`src/rtl/i2s_retimer_pkg.sv`:
```
package i2s_retimer_pkg;
  localparam int unsigned WORD_W = 16;
  localparam int unsigned IDX_W  = $clog2(WORD_W);

  // strobes from control to datapath, valid for one clk cycle
  typedef struct packed {
    logic             shiftEn;     // take bitIn into the capture shifter
    logic             latchLeft;   // completed word goes to left hold
    logic             latchRight;  // completed word goes to right hold
    logic             bitIn;       // synchronized input data bit
    logic             snapFrame;   // copy both holds into the frame buffer
    logic             outTick;     // outBclk falls on this edge
    logic             outBitValid; // next slot carries a sample bit
    logic             outRight;    // next slot belongs to the right channel
    logic [IDX_W-1:0] outIdx;      // bit index of the sample for next slot
  } retimeStrobes_t;
endpackage

```
`src/rtl/i2s_retimer_ctrl.sv`:
```
module i2s_retimer_ctrl
  import i2s_retimer_pkg::*;
#(
  parameter int unsigned DIV   = 8,
  parameter int unsigned SLOTS = 32
) (
  input  logic           clk,
  input  logic           rstN,
  input  logic           inBclk,
  input  logic           inWs,
  input  logic           inData,
  output retimeStrobes_t strobes,
  output logic           outBclk,
  output logic           outWs,
  output logic           underrunErr
);
  localparam int unsigned HALF       = DIV / 2;
  localparam int unsigned DIV_W      = $clog2(DIV);
  localparam int unsigned SLOT_CNT_W = $clog2(2 * SLOTS);
  localparam int unsigned CNT_W      = $clog2(WORD_W + 1);

  // input synchronizers, third stage for edge detection
  logic [2:0] bclkPipe, wsPipe;
  logic [1:0] dataPipe;
  logic bclkRise, wsEdge, wsNow, wordDone;
  logic [CNT_W-1:0] bitCnt;
  logic armed, errR;

  always_ff @(posedge clk or negedge rstN) begin
    if (!rstN) begin
      bclkPipe <= '0;
      wsPipe   <= '0;
      dataPipe <= '0;
    end else begin
      bclkPipe <= {bclkPipe[1:0], inBclk};
      wsPipe   <= {wsPipe[1:0], inWs};
      dataPipe <= {dataPipe[0], inData};
    end
  end

  assign bclkRise = bclkPipe[1] & ~bclkPipe[2];
  assign wsEdge   = wsPipe[1] ^ wsPipe[2];
  assign wsNow    = wsPipe[1];

  // capture framing: counter restarts at every word-select edge
  always_ff @(posedge clk or negedge rstN) begin
    if (!rstN) begin
      bitCnt <= '0;
      armed  <= 1'b0;
      errR   <= 1'b0;
    end else if (wsEdge) begin
      bitCnt <= '0;
      if (armed && bitCnt != CNT_W'(WORD_W)) errR <= 1'b1;
    end else if (bclkRise && bitCnt != CNT_W'(WORD_W)) begin
      bitCnt <= bitCnt + CNT_W'(1);
      if (bitCnt == CNT_W'(WORD_W - 1)) armed <= 1'b1;
    end
  end

  assign wordDone = strobes.shiftEn && bitCnt == CNT_W'(WORD_W - 1);

  // output timing: clock divider and slot counter
  logic [DIV_W-1:0]      divCnt, divNext;
  logic [SLOT_CNT_W-1:0] slot, slotNext;
  logic [SLOT_CNT_W-2:0] inner;
  logic tick, bclkR, wsR;

  assign tick     = divCnt == DIV_W'(DIV - 1);
  assign divNext  = tick ? '0 : divCnt + DIV_W'(1);
  assign slotNext = slot + SLOT_CNT_W'(1);
  assign inner    = slotNext[SLOT_CNT_W-2:0];

  always_ff @(posedge clk or negedge rstN) begin
    if (!rstN) begin
      divCnt <= '0;
      slot   <= '1;
      bclkR  <= 1'b0;
      wsR    <= 1'b1;
    end else begin
      divCnt <= divNext;
      bclkR  <= divNext >= DIV_W'(HALF);
      if (tick) begin
        slot <= slotNext;
        wsR  <= slotNext[SLOT_CNT_W-1];
      end
    end
  end

  always_comb begin
    strobes             = '0;
    strobes.shiftEn     = bclkRise && !wsEdge && bitCnt != CNT_W'(WORD_W);
    strobes.latchLeft   = wordDone && !wsNow;
    strobes.latchRight  = wordDone && wsNow;
    strobes.bitIn       = dataPipe[1];
    strobes.outTick     = tick;
    strobes.snapFrame   = tick && slotNext == '0;
    strobes.outRight    = slotNext[SLOT_CNT_W-1];
    strobes.outBitValid = inner >= (SLOT_CNT_W-1)'(1) && inner <= (SLOT_CNT_W-1)'(WORD_W);
    if (strobes.outBitValid)
      strobes.outIdx = IDX_W'(int'(WORD_W) - int'(inner));
  end

  assign outBclk     = bclkR;
  assign outWs       = wsR;
  assign underrunErr = errR;
endmodule

```
`src/rtl/i2s_retimer_datapath.sv`:
```
module i2s_retimer_datapath
  import i2s_retimer_pkg::*;
(
  input  logic           clk,
  input  logic           rstN,
  input  retimeStrobes_t strobes,
  output logic           outData
);
  logic [WORD_W-1:0] shiftReg, nextWord;
  logic [WORD_W-1:0] holdL, holdR, frameL, frameR;
  logic outDataR;

  assign nextWord = {shiftReg[WORD_W-2:0], strobes.bitIn};

  always_ff @(posedge clk or negedge rstN) begin
    if (!rstN) begin
      shiftReg <= '0;
      holdL    <= '0;
      holdR    <= '0;
      frameL   <= '0;
      frameR   <= '0;
      outDataR <= 1'b0;
    end else begin
      if (strobes.shiftEn)    shiftReg <= nextWord;
      if (strobes.latchLeft)  holdL    <= nextWord;
      if (strobes.latchRight) holdR    <= nextWord;
      if (strobes.snapFrame) begin
        frameL <= holdL;
        frameR <= holdR;
      end
      if (strobes.outTick) begin
        if (strobes.outBitValid)
          outDataR <= strobes.outRight ? frameR[strobes.outIdx] : frameL[strobes.outIdx];
        else
          outDataR <= 1'b0;
      end
    end
  end

  assign outData = outDataR;
endmodule

```
`src/rtl/i2s_retimer.sv`:
```
module i2s_retimer
  import i2s_retimer_pkg::*;
#(
  parameter int unsigned DIV   = 8,
  parameter int unsigned SLOTS = 32
) (
  input  logic clk,
  input  logic rstN,
  input  logic inBclk,
  input  logic inWs,
  input  logic inData,
  output logic outBclk,
  output logic outWs,
  output logic outData,
  output logic underrunErr
);
  retimeStrobes_t strobes;

  i2s_retimer_ctrl #(.DIV(DIV), .SLOTS(SLOTS)) ctrl_i (
    .clk(clk), .rstN(rstN), .inBclk(inBclk), .inWs(inWs), .inData(inData),
    .strobes(strobes), .outBclk(outBclk), .outWs(outWs), .underrunErr(underrunErr)
  );

  i2s_retimer_datapath dp_i (
    .clk(clk), .rstN(rstN), .strobes(strobes), .outData(outData)
  );
endmodule

```
`config.mk`:
```
export PLATFORM = sky130hd
export DESIGN_NAME = i2s_retimer
export DESIGN_NICKNAME = d
export VERILOG_FILES = /design/src/rtl/i2s_retimer_pkg.sv /design/src/rtl/i2s_retimer_ctrl.sv /design/src/rtl/i2s_retimer_datapath.sv /design/src/rtl/i2s_retimer.sv
export SDC_FILE = /design/constraint.sdc
export NUM_CORES = 1
export LEC_CHECK = 0
export CAP_MARGIN = 5
export CORE_MARGIN = 5
export CORE_UTILIZATION = 45
export CTS_CLUSTER_SIZE = 24
export DETAILED_ROUTE_END_ITERATION = 7
export PLACE_DENSITY_LB_ADDON = 0.1
export SKIP_CTS_REPAIR_TIMING = 1
export SLEW_MARGIN = 20
export SYNTH_ARGS = -nofsm -noshare
export SYNTH_HDL_FRONTEND = slang
export SYNTH_SLANG_ARGS = --single-unit
```
`constraint.sdc`:
```
create_clock -name clk -period 7.2 [get_ports clk]
set_input_delay 0.72 -clock clk [delete_from_list [all_inputs] [get_ports clk]]
set_output_delay 0.72 -clock clk [all_outputs]
set_load 0.01 [all_outputs]
```
== Word-level counts from Yosys, hierarchy flattened ==
Index checks and enable logic that the tools add are counted.
Cells by class
  magnitude comparators: 4
  equality and inequality tests: 3
  bitwise logic cells: 4
  add/subtract/negate cells: 4
  muxes and demuxes: 10
  reductions and logical operators: 15
Operator list (count)
  5-bit 2-to-1 mux: 2
  1-bit logical AND: 9
  1-bit binary-select mux with 4-bit select: 2
  6-bit by 1-bit adder with 6-bit output (second input constant): 1
  6-bit zero test: 1
  5-bit by 1-bit adder with 5-bit output (second input constant): 1
  5-bit by 4-bit == test with 1-bit output (second input constant): 1
  5-bit by 1-bit greater-or-equal comparator with 1-bit output (second input constant): 1
  5-bit <= comparator (second input constant): 1
  4-bit by 5-bit less-than comparator with 1-bit output (second input constant): 1
  5-bit inequality test (second input constant): 1
  1-bit 2-to-1 mux: 4
  4-bit 2-to-1 mux: 1
  1-bit by 4-bit subtractor with 4-bit output (first input constant): 1
  3-bit by 1-bit adder with 3-bit output (second input constant): 1
  3-bit == test (second input constant): 1
  3-bit greater-or-equal comparator (second input constant): 1
  3-bit 2-to-1 mux: 1
  3-bit AND reduction: 1
  1-bit zero test: 2
  1-bit NOT: 2
  2-bit AND reduction: 1
  2-bit nonzero test: 1
  1-bit AND: 1
  1-bit bitwise XOR: 1
Storage, ports and cells
  bits in registers: 106
  logic and storage cells: 56
  output and inout port bits: 4
  input port bits: 5

== Longest topological paths before layout ==
Gate-level depths: netlist of the first run.
  depth after elaboration: 8
  mapped depth: 10
  mapped depth without buffers: 8

== Modules after synthesis ==
From an unflattened synthesis of the first run, not the netlist that was laid out.
Second synthesis, totals
  cell total of the unflattened synthesis: 317
  area total of the unflattened synthesis: 4473.0 um2
By module, submodules not included
  i2s_retimer_datapath: cells each 201, area each 3253.1 um2, times used 1, seq. area each 2001.9 um2
  i2s_retimer_ctrl: cells each 116, area each 1219.9 um2, times used 1, seq. area each 608.1 um2

== Least setup slack after synthesis of the first run ==
No wires, ideal clock.
  path type: reg-to-reg
  start point: reg ctrl_i.slot[0]
  end point: reg dp_i.outDataR, in the netlist dp_i.outData
  clock period less this slack: 2.562 ns
  library setup time: 0.133 ns
  stages on the path, launching flop included: 11
  slack: 4.638 ns
  data required time: 7.067 ns
  buffers on the path: 2
  arrival: 2.428 ns
  path through: dfstp_2 > buf_4 > inv_1 > ha_1 > clkbuf_1 > or3_1 > o211ai_1 > a21oi_1 > or4b_1 > nand4_1 > o211ai_1
Between the ends
  word-level cells in the longest chain between the ends: 8
  elaborated cells between the ends (all ways): 12
  classes of those cells: add/sub: 2; order compare: 2; mux: 7; reduce/logical: 1
Ends and longest elaborated chain
  from (decl): RTL line i2s_retimer_ctrl.sv:64  | logic [SLOT_CNT_W-1:0] slot, slotNext;
  from (signal assigned): RTL line i2s_retimer_ctrl.sv:83  | slot <= slotNext;
  6-bit by 1-bit adder with 6-bit output *: RTL line i2s_retimer_ctrl.sv:70  | assign slotNext = slot + SLOT_CNT_W'(1);
  net ctrl_i.slotNext[0]: RTL line i2s_retimer_ctrl.sv:64
  5-bit by 1-bit greater-or-equal comparator with 1-bit output or 5-bit <= comparator (tied branches): RTL line i2s_retimer_ctrl.sv:98  | strobes.outBitValid = inner >= (SLOT_CNT_W-1)'(1) && inner <= (SLOT_CNT_W-1)'(WORD_W);
  1-bit logical AND: RTL line i2s_retimer_ctrl.sv:98
  4-bit 2-to-1 mux: RTL line i2s_retimer_ctrl.sv:99  | if (strobes.outBitValid)
  1-bit binary-select mux with 4-bit select: RTL line i2s_retimer_datapath.sv:33  | outDataR <= strobes.outRight ? frameR[strobes.outIdx] : frameL[strobes.outIdx];
  1-bit 2-to-1 mux (implied by the code): RTL line i2s_retimer_datapath.sv:33
  1-bit 2-to-1 mux: RTL line i2s_retimer_datapath.sv:33
  1-bit 2-to-1 mux *: RTL line i2s_retimer_datapath.sv:32  | if (strobes.outBitValid)
  to (signal assigned): RTL line i2s_retimer_datapath.sv:33
  to (decl): RTL line i2s_retimer_datapath.sv:11  | logic outDataR;
Mark *: on every way through the listed nets, which the timed path passes. The rest lies on a longest branch. The select of a mux whose other input is x is not followed.
A chain may end at the register's enable or synchronous reset.

== Final worst setup path of the first run ==
Same ends and word-level chain as after synthesis.

==> results of run 1 <==
registers in the layout, summed over array words and instances (netlist names), 3 cells and up:
signal	cells
ctrl_i.bclkPipe	3
ctrl_i.bitCnt	5
ctrl_i.slot	5
ctrl_i.wsPipe	3
dp_i.frameL	16
dp_i.frameR	16
dp_i.holdL	16
dp_i.holdR	16
dp_i.shiftReg	15
synth_stat cells (3+ instances only):
cell type,n
mux2_4,30
nor2_1,17
buf_6,4
nor2b_1,4
a31oi_1,4
nand2b_1,3
inv_1,7
dfrtp_1,98
buf_2,11
xnor2_1,5
nand2_1,18
mux2i_1,13
dfstp_2,6
nand3_1,6
xor2_1,5
nor4_1,3
nand4_1,4
mux2_2,56
clkbuf_1,3
o21ai_0,7
ha_1,7
o22ai_1,6
a21oi_1,3
logic make-up (layout without fill, tap and decap cells):
logic type | Yosys count | after routing
muxes | 99 | 99
DFF | 104 | 104
adders and majority gates | 7 | 7
xor gates and xnor gates | 11 | 11
AOI/OAI and AO/OA | 39 | 39
and+or+nand+nor | 77 | 77
buffers and inverters | 27 | 33
report_power, final:
part / total (mW) / internal (mW) / switching [mW]
clock: 0.332 / 0.129 / 0.202
sequential: 0.645 / 0.610 / 0.0344
combinational: 0.0491 / 0.0261 / 0.0229
total: 1.03 / 0.766 / 0.260
stage by stage:
stage	util (%)	hold WS, ns	instances	cell area (um^2)
floorplan	-	0.331	364	4880
global placement	46.8	0.332	493	5030
detailed placement	46.8	0.336	493	5030
CTS	48.4	0.231	509	5200
global route	48.6	0.238	510	5220
finish	48.6	0.241	510	5220
per-layer routing:
layer | up-vias | GRT usage [%]
met5 | - | 0
met1 | 1454 | 20.7
met2 | 47 | 23.2
li1 | 1307 | -
met3 | 16 | 3.54
met4 | 0 | 5.70
cell type report:
class	count	area, um^2	area share (%)
clock buffers	11	131	2.52
repair buffers	10	100	1.92
clock inverters	5	42.5	0.815
multi-input cells	233	2130	40.9
well taps	140	175	3.36
inverters	7	26.3	0.503
flip-flops and latches	104	2610	50.0
path summary, 6_finish.rpt:
check	to	slack, ns	depth (start not counted)
min in group clk	ctrl_i.dataPipe[1]$_DFF_PN0_	0.36	0
max in group asynchronous	dp_i.shiftReg[7]$_DFFE_PN0P_	5.94	2
max reg2reg	dp_i.outData$_DFFE_PN0P_	4.06	8
min reg2reg	ctrl_i.dataPipe[1]$_DFF_PN0_	0.36	0
max	dp_i.outData$_DFFE_PN0P_	4.06	8
min	ctrl_i.outBclk$_DFF_PN0_	0.24	1
==> results.ini, run 1 <==
[cts]
cts_max_level=3
clock_latency_ns=0.36
cts-root-buf=clkbuf_8
clockBufferDepth=2
cts.sinks=104
clkTransAtPathRegs_ns=0.10
cts_tree=done
cts-buffers-inserted=9

[detailed_routing]
highest_layer=met4
drc_errors=0
drt_iter0_drc=153
dr.pass1.iters=4
wl_um=8940
final_antenna_net_count=0
wl_met2_um=4200
wl_met1_um=4230
met3_length_um=299
wl_per_cell_um=17.5
vias_per_cell=5.54
dr_total_vias=2824

[logic_synthesis]
synth_xor_area_share_pct=2.13
synth_largest_area_cell=dfrtp_1
synth_cells=364
synth_fa_ha_area_share_pct=1.80
synth_top_area_share_pct=50.3
yosys_most_used_dff=dfrtp_1
ys_types=57
synth_simple_gate_area_share_pct=8.80
ys_top_cells_by_area=dfrtp_1 50%, mux2_2 13%, mux2_4 9.2%, dfstp_2 3.2%, mux2i_1 2.7%
synth_top_family_by_area=multiplexers
ys_ff_latch=104
ys_warn_count=0
ys_seq_area_share_pct=53.5
synth_compound_area_share_pct=5.87
synth_mux_area_share_pct=24.8
synth_edf_count=0
syn_avg_cell_area_um2=13.4
async_reset_ff_share_pct=100
syn_nets=376
netlist_area_um2=4880

[floorplanning]
die_x_um=114
num_rows=38
chipHeight_um=114
boundaryPins=9
core_um2=10700
start_util_pct=45.4
die_area_um2=13000

[pwr]
total_leakage_power_nw=2.49
powerDensity_nw_per_um2=196
p_total_mw=1.03
ir_drop_mv=0.120

[placed_design]
place_ws_ns=3.91
hpwl_um=6020
io_buffers=8
gp_congestion=0.862

[critical_path]
worst_ep_required_time_ns=7.44
crit_slowest_cell=dfstp_2
critical_path.max_fanout=24
r2r-start=ctrl_i.slot[0]$_DFFE_PN1P_
cp.arrival_ns=3.38
crit_path_start_kind=flop
path_buf_inv=1
end_kind=flop
startpoint=ctrl_i.slot[0]$_DFFE_PN1P_
cpMostUsedCell=a32oi_1
cp_top_family=compound AO/OA/AOI/OAI gates
path_class=reg -> reg
crit_chain=inv_1 -> ha_1 -> or2_2 -> a32oi_1 -> a21boi_1 -> nand3_1 -> a32oi_1 -> o211ai_1
cp_slowest_stage_delay_ns=0.80

[global_route]
grt_start_max_net_pins=84
grt_usage_pct=15.0
grt_pass1_wl_um=15400
antenna_found_initial=0
first_global_vias=2898
overflow=0

[sta]
finalCritPeriodShare_pct=43.7
slew_headroom_pct=29.0
final-setup-viol-count=0
final-hold-violation-count=0
slew_viol_final=0
tightest_slew_ns=1.07
finalSetupTns_ns=0
rsz0062_at_grt=false
fmaxAchievable_mhz=318
fin_crit_ns=3.14
clock_skew_ns=0.0147
worst_slack_ns=4.06

[layout]
n_antenna_cell=0
mostFrequentLayoutCells=98 x dfrtp_1, 56 x mux2_2, 30 x mux2_4
final_layout_size_suffix_gt1_share_pct=33.0
final_common_cell=dfrtp_1
nets=377
area_growth_pct=7.03
nFillCells=988

[hold_path]
min_path_type=in -> async

[run]
maxCapViolations=0

[run_status]
status=completed

No activity file was read; power rests on OpenSTA's default activity.
==> run 2: changes to the inputs <==
- clock period: 7.2 -> 2.99 ns (I/O delays scaled with it)
==> run 2 against run 1 <==
Sequential power increased by 140%. Maximum frequency increased by 16%. Register-to-register slack got worse by 3.8 ns. Clock skew decreased by 0.0081 ns.
==> results.ini, run 2 (synthesis results as in run 1) <==
[run_status]
status=completed

[cts]
clockBufferDepth=2
clkTransAtPathRegs_ns=0.09
cts_max_level=3
cts.sinks=104
cts_tree=done
clock_latency_ns=0.36
cts-root-buf=clkbuf_8
cts-buffers-inserted=9

[sta]
worst_slack_ns=0.278
rsz0062_at_grt=false
holdWs_ns=0.358
clock_skew_ns=0.00665
fmaxAchievable_mhz=369
fin_crit_ns=2.71
slew_viol_final=0
slew_headroom_pct=55.4
finalSetupTns_ns=0
final-setup-viol-count=0
finalCritPeriodShare_pct=90.7
final-hold-violation-count=0
tightest_slew_ns=0.667

[layout]
n_antenna_cell=0
area_growth_pct=8.31
nets=384
mostFrequentLayoutCells=98 x dfrtp_1, 56 x mux2_2, 30 x mux2_4
final_common_cell=dfrtp_1
final_layout_size_suffix_gt1_share_pct=34.5

[pwr]
intPower_mw=1.86
sw_frac_of_total_pct=24.1
p_total_mw=2.45
switchingPower_uw=592
powerDensity_nw_per_um2=464
ir_drop_mv=0.275
total_leakage_power_nw=2.54
clkPwrFrac_pct=32.4
pwr-share-seq_pct=62.7
power_frac_comb_pct=5.0

[placed_design]
hpwl_um=5890
place_ws_ns=0.276
io_buffers=8
gp_congestion=0.904

[floorplanning]
num_rows=38
boundaryPins=9
die_area_um2=13000
die_x_um=114
chipHeight_um=114
core_um2=10700
start_util_pct=45.4

[detailed_routing]
wl_um=8700
dr_total_vias=2758
drc_errors=0
drt_iter0_drc=139
highest_layer=met4
met3_length_um=214
wl_met1_um=4390
final_antenna_net_count=0
dr.pass1.iters=4
vias_per_cell=5.33
wl_per_cell_um=16.8
wl_met2_um=3990

[critical_path]
path_buf_inv=1
cpMostUsedCell=o211ai_1
worst_ep_required_time_ns=3.27
crit_path_start_kind=flop
cp_top_family=compound AO/OA/AOI/OAI gates
path_class=reg -> reg
cp.arrival_ns=2.99
cp_slowest_stage_delay_ns=0.62
crit_slowest_cell=dfstp_2
end_kind=flop
critical_path.max_fanout=10
crit_chain=inv_1 -> ha_1 -> nor2b_1 -> o211ai_1 -> a211oi_4 -> mux2i_1 -> o221ai_1 -> o211ai_1

[global_route]
first_global_vias=2740
grt_pass1_wl_um=14900
grt_usage_pct=14.9
grt_start_max_net_pins=63
antenna_found_initial=0
overflow=0

[hold_path]
min_path_type=reg -> reg

[run]
maxCapViolations=0

-- run 2: cell count changes in the layout (fill, tap and decap cells not counted), moves of 2 or more --
cell,delta
buf_4,+7
buf_6,-2
clkinv_2,+3
clkinvlp_4,-2
-- run 2: final cells by class --
class | instances | area, um^2
Clock buffer | 11 | 141
Clock inverter | 5 | 31.3
Fill cell | 977 | 5460
Inverter | 7 | 26.3
Multi-Input combinational cell | 233 | 2140
Sequential cell | 104 | 2610
Tap cell | 140 | 175
Timing Repair Buffer | 17 | 160
-- run 2: worst paths after layout --
kind                                               from                      endpoint  slack [ns]  cells after the start
setup reg to reg             ctrl_i.slot[0]$_DFFE_PN1P_      dp_i.outData$_DFFE_PN0P_        0.28                      8
setup / recovery             ctrl_i.slot[0]$_DFFE_PN1P_      dp_i.outData$_DFFE_PN0P_        0.28                      8
hold reg to reg            ctrl_i.dataPipe[0]$_DFF_PN0_  ctrl_i.dataPipe[1]$_DFF_PN0_        0.36                      0
hold / removal             ctrl_i.dataPipe[0]$_DFF_PN0_  ctrl_i.dataPipe[1]$_DFF_PN0_        0.36                      0
min in group asynchronous                          rstN      dp_i.outData$_DFFE_PN0P_        0.47                      2
max in group asynchronous                          rstN    ctrl_i.slot[4]$_DFFE_PN1P_        1.82                      3
-- run 2: layer usage --
layer / vias to the layer above / global-route usage [%]
met4: 0 / 4.99
met2: 31 / 22.1
met5: - / 0
met3: 7 / 3.22
met1: 1395 / 21.6
li1: 1325 / -
-- run 2: metrics by stage --
step                instance area [um^2]  utilization [%]  cells
CTS                                 5270             49.0    516
detailed placement                  5100             47.4    500
finish                              5280             49.2    517
global placement                    5100             47.4    500
global route                        5280             49.2    517
floorplan                           4880                -    364
-- run 2: worst reg2reg max path, cell delays in order, from the launching register on --
cell and delay (ns):
dfstp_2 0.62, inv_1 0.10, ha_1 0.42, nor2b_1 0.30
o211ai_1 0.26, a211oi_4 0.35, mux2i_1 0.25, o221ai_1 0.14
o211ai_1 0.20
-- run 2: power groups by stage --
stage,registers [mW],clock network [mW],logic (mW)
5_1_grt,1.55,0.879,0.143
3_5_place_dp,1.57,0,0.125
6_report,1.54,0.793,0.123
2_1_floorplan,1.54,0,0.0758
4_1_cts,1.54,0.828,0.127
3_3_place_gp,1.57,0,0.122
